$ cat src/rtl/uart_dma_pkg.sv
package uart_dma_pkg;

    localparam int CFG_W          = 4;
    localparam int CFG_FIFO_EN_B  = 0;
    localparam int CFG_RX_CLR_B   = 1;
    localparam int CFG_TX_CLR_B   = 2;
    localparam int CFG_MODE_B     = 3;

    typedef enum logic {
        REQ_CHAR = 1'b0,
        REQ_FIFO = 1'b1
    } req_mode_e;

    typedef struct packed {
        req_mode_e mode;
        logic      fifo_en;
        logic      tx_flush;
        logic      rx_flush;
    } cfg_state_t;

    typedef struct packed {
        logic req;
    } req_state_t;

endpackage

$ cat src/rtl/uart_dma_cfg.sv
module uart_dma_cfg
    import uart_dma_pkg::*;
(
    input  logic                 clk,
    input  logic                 rst_n,
    input  logic                 cfg_we,
    input  logic [CFG_W-1:0]     cfg_wdata,
    output logic [CFG_W-1:0]     cfg_rdata,
    output req_mode_e            mode,
    output logic                 fifo_en,
    output logic                 tx_flush_cmd,
    output logic                 rx_flush_cmd,
    output logic                 tx_flush_pulse,
    output logic                 rx_flush_pulse
);

    cfg_state_t st_d, st_q;

    always_comb begin
        st_d          = st_q;
        tx_flush_cmd  = cfg_we & cfg_wdata[CFG_TX_CLR_B];
        rx_flush_cmd  = cfg_we & cfg_wdata[CFG_RX_CLR_B];
        st_d.tx_flush = tx_flush_cmd;
        st_d.rx_flush = rx_flush_cmd;
        if (cfg_we) begin
            st_d.mode    = req_mode_e'(cfg_wdata[CFG_MODE_B]);
            st_d.fifo_en = cfg_wdata[CFG_FIFO_EN_B];
        end
    end

    always_ff @(posedge clk or negedge rst_n) begin
        if (!rst_n) begin
            st_q <= '{mode: REQ_CHAR, fifo_en: 1'b0, tx_flush: 1'b0, rx_flush: 1'b0};
        end else begin
            st_q <= st_d;
        end
    end

    always_comb begin
        cfg_rdata                = '0;
        cfg_rdata[CFG_MODE_B]    = st_q.mode;
        cfg_rdata[CFG_FIFO_EN_B] = st_q.fifo_en;
    end

    assign mode           = st_q.mode;
    assign fifo_en        = st_q.fifo_en;
    assign tx_flush_pulse = st_q.tx_flush;
    assign rx_flush_pulse = st_q.rx_flush;

    AST_TX_FLUSH_PULSE: assert property (@(posedge clk) disable iff (!rst_n)
        (cfg_we && cfg_wdata[CFG_TX_CLR_B]) |=> tx_flush_pulse) else $error("tx flush");
    AST_NO_SPURIOUS_FLUSH: assert property (@(posedge clk) disable iff (!rst_n)
        !(cfg_we && (cfg_wdata[CFG_TX_CLR_B] || cfg_wdata[CFG_RX_CLR_B]))
        |=> !(tx_flush_pulse || rx_flush_pulse)) else $error("spurious flush");
    AST_CFG_LATCH: assert property (@(posedge clk) disable iff (!rst_n)
        cfg_we |=> (cfg_rdata[CFG_MODE_B] == $past(cfg_wdata[CFG_MODE_B]))) else $error("mode latch");

endmodule

$ cat src/rtl/uart_dma_rx_req.sv
module uart_dma_rx_req
    import uart_dma_pkg::*;
#(
    parameter int LVL_W = 5
) (
    input  logic             clk,
    input  logic             rst_n,
    input  req_mode_e        mode,
    input  logic             fifo_en,
    input  logic             flush_cmd,
    input  logic             hold_full,
    input  logic [LVL_W-1:0] fifo_lvl,
    input  logic [LVL_W-1:0] trig_lvl,
    input  logic             timeout,
    output logic             req
);

    req_state_t st_d, st_q;
    logic       fifo_empty;
    logic       char_avail;
    logic       thresh_hit;

    always_comb begin
        fifo_empty = (fifo_lvl == '0);
        char_avail = fifo_en ? !fifo_empty : hold_full;
        thresh_hit = (fifo_lvl >= trig_lvl) || timeout;
        st_d       = st_q;
        if (flush_cmd) begin
            st_d.req = 1'b0;
        end else if (mode == REQ_CHAR) begin
            st_d.req = char_avail;
        end else if (fifo_empty) begin
            st_d.req = 1'b0;
        end else if (thresh_hit) begin
            st_d.req = 1'b1;
        end
    end

    always_ff @(posedge clk or negedge rst_n) begin
        if (!rst_n) begin
            st_q <= '{req: 1'b0};
        end else begin
            st_q <= st_d;
        end
    end

    assign req = st_q.req;

    AST_RX_CHAR_FOLLOWS: assert property (@(posedge clk) disable iff (!rst_n)
        (mode == REQ_CHAR && !flush_cmd) |=> (req == $past(fifo_en ? (fifo_lvl != '0) : hold_full)))
        else $error("rx char");
    AST_RX_THRESH_HOLD: assert property (@(posedge clk) disable iff (!rst_n)
        (mode == REQ_FIFO && req && fifo_lvl != '0 && !flush_cmd) |=> req) else $error("rx hold");
    AST_RX_FLUSH_DROP: assert property (@(posedge clk) disable iff (!rst_n)
        flush_cmd |=> !req) else $error("rx flush");

endmodule

$ cat src/rtl/uart_dma_tx_req.sv
module uart_dma_tx_req
    import uart_dma_pkg::*;
#(
    parameter int DEPTH = 16,
    parameter int LVL_W = 5
) (
    input  logic             clk,
    input  logic             rst_n,
    input  req_mode_e        mode,
    input  logic             fifo_en,
    input  logic             flush_cmd,
    input  logic             hold_empty,
    input  logic [LVL_W-1:0] fifo_lvl,
    input  logic             data_wr,
    output logic             req
);

    localparam logic [LVL_W-1:0] FULL_LVL = LVL_W'(DEPTH);

    req_state_t st_d, st_q;
    logic       fifo_empty;
    logic       fifo_full;
    logic       char_room;

    always_comb begin
        fifo_empty = (fifo_lvl == '0);
        fifo_full  = (fifo_lvl == FULL_LVL);
        char_room  = fifo_en ? fifo_empty : hold_empty;
        st_d       = st_q;
        if (flush_cmd) begin
            st_d.req = 1'b1;
        end else if (mode == REQ_CHAR) begin
            if (data_wr) begin
                st_d.req = 1'b0;
            end else if (char_room) begin
                st_d.req = 1'b1;
            end
        end else if (fifo_empty) begin
            st_d.req = 1'b1;
        end else if (fifo_full) begin
            st_d.req = 1'b0;
        end
    end

    always_ff @(posedge clk or negedge rst_n) begin
        if (!rst_n) begin
            st_q <= '{req: 1'b0};
        end else begin
            st_q <= st_d;
        end
    end

    assign req = st_q.req;

    AST_TX_WR_DROPS: assert property (@(posedge clk) disable iff (!rst_n)
        (mode == REQ_CHAR && data_wr && !flush_cmd) |=> !req) else $error("tx write");
    AST_TX_THRESH_HOLD: assert property (@(posedge clk) disable iff (!rst_n)
        (mode == REQ_FIFO && req && fifo_lvl != FULL_LVL) |=> req) else $error("tx hold");
    AST_TX_FLUSH_RAISE: assert property (@(posedge clk) disable iff (!rst_n)
        flush_cmd |=> req) else $error("tx flush");

endmodule

$ cat src/rtl/uart_dma_req.sv
module uart_dma_req
    import uart_dma_pkg::*;
#(
    parameter int FIFO_DEPTH = 16,
    parameter int LVL_W      = $clog2(FIFO_DEPTH + 1)
) (
    input  logic             clk,
    input  logic             rst_n,
    input  logic             cfg_we,
    input  logic [3:0]       cfg_wdata,
    output logic [3:0]       cfg_rdata,
    input  logic             rx_hold_full,
    input  logic [LVL_W-1:0] rx_fifo_lvl,
    input  logic [LVL_W-1:0] rx_trig_lvl,
    input  logic             rx_timeout,
    input  logic             tx_hold_empty,
    input  logic [LVL_W-1:0] tx_fifo_lvl,
    input  logic             tx_data_wr,
    output logic             rx_dma_req,
    output logic             tx_dma_req,
    output logic             rx_fifo_flush,
    output logic             tx_fifo_flush
);

    req_mode_e mode;
    logic      fifo_en;
    logic      tx_flush_cmd;
    logic      rx_flush_cmd;

    uart_dma_cfg u_cfg (
        .clk            (clk),
        .rst_n          (rst_n),
        .cfg_we         (cfg_we),
        .cfg_wdata      (cfg_wdata),
        .cfg_rdata      (cfg_rdata),
        .mode           (mode),
        .fifo_en        (fifo_en),
        .tx_flush_cmd   (tx_flush_cmd),
        .rx_flush_cmd   (rx_flush_cmd),
        .tx_flush_pulse (tx_fifo_flush),
        .rx_flush_pulse (rx_fifo_flush)
    );

    uart_dma_rx_req #(.LVL_W(LVL_W)) u_rx (
        .clk       (clk),
        .rst_n     (rst_n),
        .mode      (mode),
        .fifo_en   (fifo_en),
        .flush_cmd (rx_flush_cmd),
        .hold_full (rx_hold_full),
        .fifo_lvl  (rx_fifo_lvl),
        .trig_lvl  (rx_trig_lvl),
        .timeout   (rx_timeout),
        .req       (rx_dma_req)
    );

    uart_dma_tx_req #(.DEPTH(FIFO_DEPTH), .LVL_W(LVL_W)) u_tx (
        .clk        (clk),
        .rst_n      (rst_n),
        .mode       (mode),
        .fifo_en    (fifo_en),
        .flush_cmd  (tx_flush_cmd),
        .hold_empty (tx_hold_empty),
        .fifo_lvl   (tx_fifo_lvl),
        .data_wr    (tx_data_wr),
        .req        (tx_dma_req)
    );

    AST_FLUSH_ONEHOT_IDLE: assert property (@(posedge clk) disable iff (!rst_n)
        $rose(tx_fifo_flush) |-> tx_dma_req) else $error("flush/req");
    AST_MODE1_IGNORE_WR: assert property (@(posedge clk) disable iff (!rst_n)
        (mode == REQ_FIFO && !tx_flush_cmd && tx_fifo_lvl != '0 && tx_fifo_lvl != LVL_W'(FIFO_DEPTH))
        |=> $stable(tx_dma_req)) else $error("mode1 tx");

endmodule

$ cat config.mk
export PLATFORM = sky130hd
export DESIGN_NAME = uart_dma_req
export DESIGN_NICKNAME = d
export VERILOG_FILES = /design/src/rtl/uart_dma_pkg.sv /design/src/rtl/uart_dma_cfg.sv /design/src/rtl/uart_dma_rx_req.sv /design/src/rtl/uart_dma_tx_req.sv /design/src/rtl/uart_dma_req.sv
export SDC_FILE = /design/constraint.sdc
export NUM_CORES = 1
export LEC_CHECK = 0
export ABC_AREA = 1
export BUFFER_PORTS_ARGS = -buffer_cell sky130_fd_sc_hd__buf_2
export CORE_AREA = 2 2 39 41
export DETAILED_ROUTE_END_ITERATION = 8
export DIE_AREA = 0 0 41 43
export GPL_ROUTABILITY_DRIVEN = 0
export PLACE_DENSITY = 0.8
export SETUP_SLACK_MARGIN = 0.5
export SYNTH_ARGS = -nofsm -noshare
export SYNTH_HDL_FRONTEND = slang
export SYNTH_HIERARCHICAL = 1
export SYNTH_SLANG_ARGS = --single-unit
$ cat constraint.sdc
create_clock -name clk -period 1.29 [get_ports clk]
set_clock_uncertainty 0.05 [all_clocks]
set_input_delay 0.0645 -clock clk [delete_from_list [all_inputs] [get_ports clk]]
set_output_delay 0.0645 -clock clk [all_outputs]
set_load 0.1 [all_outputs]
Word level (Yosys, flattened, before mapping)
Index checks and enable logic that the tools add are counted.

Register bits after elaboration: 6. Input port bits: 26.

Magnitude comparators: 1. Equal/unequal tests: 3. Multiplexer cells: 12. Bitwise operators: 2. Reductions and logical operators: 6.

Operator list (number): $mux 1 (12); $logic_not 5->1 (2); $ne 4x2->1 const B (2); $eq 5x5->1 const B (1); $ge 5x5->1 (1); $reduce_bool 4->1 (1); $and 1x1->1 (2); $reduce_and 2->1 (1); $logic_not 1->1 (1); $logic_or 1x1->1 (1).

Depth between registers and ports, before layout
Depth in word-level cells: 6. Gate-level depth with buffers: 10. Mapped depth without buffers: 10.

Modules after synthesis
Netlist, hierarchy kept.

By module, submodules not included: uart_dma_rx_req (times used 1, cells an instance 43, area each 240.2 µm², sequential area each 25.0 µm²); uart_dma_cfg (times used 1, cells an instance 20, area each 175.2 µm², sequential area each 100.1 µm²); uart_dma_tx_req (times used 1, cells an instance 16, area each 88.8 µm², sequential area each 25.0 µm²).

Worst setup path before layout
No wires, ideal clock.

Path type: flip-flop to flip-flop. Start: register, netlist name u_tx/req. End: register u_tx.st_q, in the netlist u_tx/req. Library setup time: 71 ps. Data arrival time: 1213 ps. Required time: 1169 ps. Path slack: -44 ps. Cell stages (with the launch flop): 3. Period minus slack after synthesis: 1334 ps. Cells stage by stage: dfrtp_1 -> o21ai_0 -> nand3_1.

RTL lines: end signal, assigned (RTL line uart_dma_tx_req.sv:47) `st_q <= '{req: 1'b0};`; end signal, assigned (RTL line uart_dma_tx_req.sv:49) `st_q <= st_d;`; end, declared (RTL line uart_dma_tx_req.sv:20) `req_state_t st_d, st_q;`.

Final worst setup path
Start: register u_cfg.st_q (netlist bit u_cfg/mode). End: register u_tx.st_q, in the netlist u_tx/req.

Longest elaborated chain between the ends: 2. Elaborated cells on any way between the ends: 5. Classes of those cells: 1 x eq/ne; 2 x mux; 2 x reduce/logical.

RTL lines: start, declared (RTL line uart_dma_cfg.sv:17) `cfg_state_t st_d, st_q;`; start signal, assigned (RTL line uart_dma_cfg.sv:33) `st_q <= '{mode: REQ_CHAR, fifo_en: 1'b0, tx_flush: 1'b0, rx_flush: 1'b0};`; start signal, assigned (RTL line uart_dma_cfg.sv:35) `st_q <= st_d;`; $ne 4x2->1 (no line) (tied with other cells); $reduce_and 2->1 (no line) / $mux 1 (equally long branches).

Parallel ways exist; a longest one is shown, timed or not. A chain may end at the register's enable or synchronous reset.

==> flow_metrics.tcl <==
set metrics [dict create \
    postSynthCellCount 79 \
    outcome "finished, final reports clean" \
    grtUsageTotal_pct 16.6 \
    hpwl_um 1000 \
    ir_drop_mv 0.370 \
    die_w_um 41 \
    grt_overflow_total 0 \
    endpoint_kind "flop" \
    root_buffer "clkbuf_4" \
    wl_per_cell_um 9.36 \
    io_buffer_count 31 \
    postSynthAreaPerCell_um2 6.38 \
    power_leakage_nw 0.535 \
    synth.area.mux_share_pct 0 \
    wl_um 1260 \
    cts_tree "done" \
    final_layout_size_suffix_gt1_share_pct 42.0 \
    n_antenna_cell 0 \
    route.detailed.drc 0 \
    nNetsFinal 151 \
    synth-xor-area-share_pct 0 \
    fin_tns_setup_ns 0 \
    layout_commonest_cell "buf_2" \
    antenna_left 0 \
    report.final.slew_viol_count 0 \
    r2r_slack_ns 0.19 \
    die_h_um 43 \
    synth_top_family_by_area "simple AND/OR/NAND/NOR gates" \
    critPathArrivalTime_ns 1.15 \
    cap_violations 0 \
    core-area_um2 1380 \
    min_path_type "input port to flop" \
    vias_per_cell 4.45 \
    path_clk_slew_ns 0.05 \
    synth_simple_gate_area_share_pct 31.8 \
    final_util_pct 62.5 \
    setup_viol 0 \
    initial_core_util_pct 36.4 \
    area_growth_pct 71.5 \
    ff2ff_path_depth 4 \
    synth_cell_types 14 \
    yosysWarnings 6 \
    grt_first_pass_wirelength_um 1950 \
    crit_path_end "u_tx/req$_DFFE_PN0P_" \
    numCtsBuffers 3 \
    r2r_start "u_cfg/mode$_DFFE_PN0P_" \
    ys_seq_elements 6 \
    drtIter0Drc 6 \
    grt_antenna_before_repair 0 \
    startpoint_type "flop" \
    dieArea_um2 1760 \
    fin_crit_sh_pct 85.0 \
    synth-seq-area-share_pct 29.8 \
    grt_start_max_net_pins 7 \
    dr.pass1.iters 4 \
    grt_pass1_vias 575 \
    clk_latency_ns 0.24 \
    synth_compound_area_share_pct 5.96 \
    period_minus_slack_ns 1.10 \
    synth_fa_ha_area_share_pct 12.4 \
    mappedNetlistArea_um2 504 \
    fillers 121 \
    rows 14 \
    max_clock_freq_mhz 912 \
    hold_viol_final 0 \
    power_density_nw_per_um2 958 \
    dr_total_vias 601 \
    cts.sinks 6 \
    worstHoldStart "cfg_wdata[1]" \
    hold-worst-slack_ns 0.0258 \
    worstSetupPathType "flop to flop" \
    htreeDepth 1 \
    worst_ep_required_time_ns 1.35 \
    rsz0062_at_grt "yes" \
    critPathMaxFanout 5 \
    rr_endpoint "u_tx/req$_DFFE_PN0P_" \
    clk_path_buf_depth 2 \
    final_cell_mix "buf_2 (25), nand2_1 (22), inv_1 (16)" \
    critPathLaunch "u_cfg/mode$_DFFE_PN0P_" \
    io_pins 34 \
]
[kinds of logic (layout without fill, tap and decap cells)]
group,count (synthesis),after routing
adders and majority gates,5,5
other,1,2
buffers and inverters,22,61
AOI/OAI and AO/OA,5,5
and+or+nand+nor,40,40
DFF,6,6
[power by group]
part | internal, W | switching (W)
Clock | 0.000117 | 0.0000663
Sequential | 0.000213 | 0.0000239
Combinational | 0.000161 | 0.000247
Total | 0.000491 | 0.000338
[worst min-delay path by stage]
stage	cells past startpoint	to	slack, ns
CTS	3	u_cfg/rx_flush_pulse$_DFF_PN0_	0.02
finish	3	u_cfg/rx_flush_pulse$_DFF_PN0_	0.03
global route	3	u_cfg/rx_flush_pulse$_DFF_PN0_	0.05
floorplan	0	u_cfg/fifo_en$_DFFE_PN0P_	-0.28
global placement	1	u_cfg/mode$_DFFE_PN0P_	-0.16
detailed placement	1	u_tx/req$_DFFE_PN0P_	-0.15
[area by class of cell]
cell class                 count  area [µm²]  share of cell area (%)
timing repair buffer          39         322                    37.2
inverter                      18        67.6                    7.81
clock buffer                   4        26.3                    3.04
multi-input combinational     52         269                    31.1
tap                           16        20.0                    2.32
sequential                     6         160                    18.5
[what timing repair did]
| action | in CTS | in global routing |
|---|---|---|
| endpoints found under the setup margin | 8 | 10 |
| pin swaps | 2 | 3 |
| resized for setup | 17 | 7 |
| endpoints found under the hold margin | 9 | 0 |
| buffers inserted | 3 | 1 |
| hold buffers | 4 | 0 |
[through the flow]
step	power, W	cell area [µm²]	cells	setup slack (ns)
floorplan	0.000474	519	80	0.213
global placement	0.000542	676	123	0.208
detailed placement	0.000551	676	123	0.140
CTS	0.000813	818	134	0.219
global route	0.000877	865	135	0.139
finish	0.000829	865	135	0.194
[cells in the mapped netlist, drive strengths merged]
cell type | number | area, µm²
a21oi | 2 | 10.0
o21bai | 1 | 7.51
nand2 | 22 | 82.6
nand3 | 4 | 20.0
nor2 | 14 | 57.6
buf | 4 | 30.0
ha | 5 | 62.6
a21o | 1 | 7.51
o21ai | 1 | 5.00
inv | 18 | 67.6
dfrtp | 6 | 150
conb | 1 | 3.75
[worst max-delay path, stage by stage (launching register included)]
cell	delay (ns)
dfrtp_2	0.44
buf_4	0.15
o21bai_1	0.15
nand2_1	0.09
nand3_2	0.08
[layer usage]
metal  track usage (%)  routed length, µm  vias to the layer above
li1                  -                  -                      307
met1              12.7                402                      263
met2              32.8                739                       29
met3              1.57                101                        2
met4              12.0                 19                        0
met5                 0                  0                        -
[registers in the layout (all words and copies together), names as in the netlist]
| register | flops |
|---|---|
| u_cfg/fifo_en | 1 |
| u_cfg/mode | 1 |
| u_cfg/rx_flush_pulse | 1 |
| u_cfg/tx_flush_pulse | 1 |
| u_rx/req | 1 |
| u_tx/req | 1 |
No activity file was read; power rests on OpenSTA's default activity.
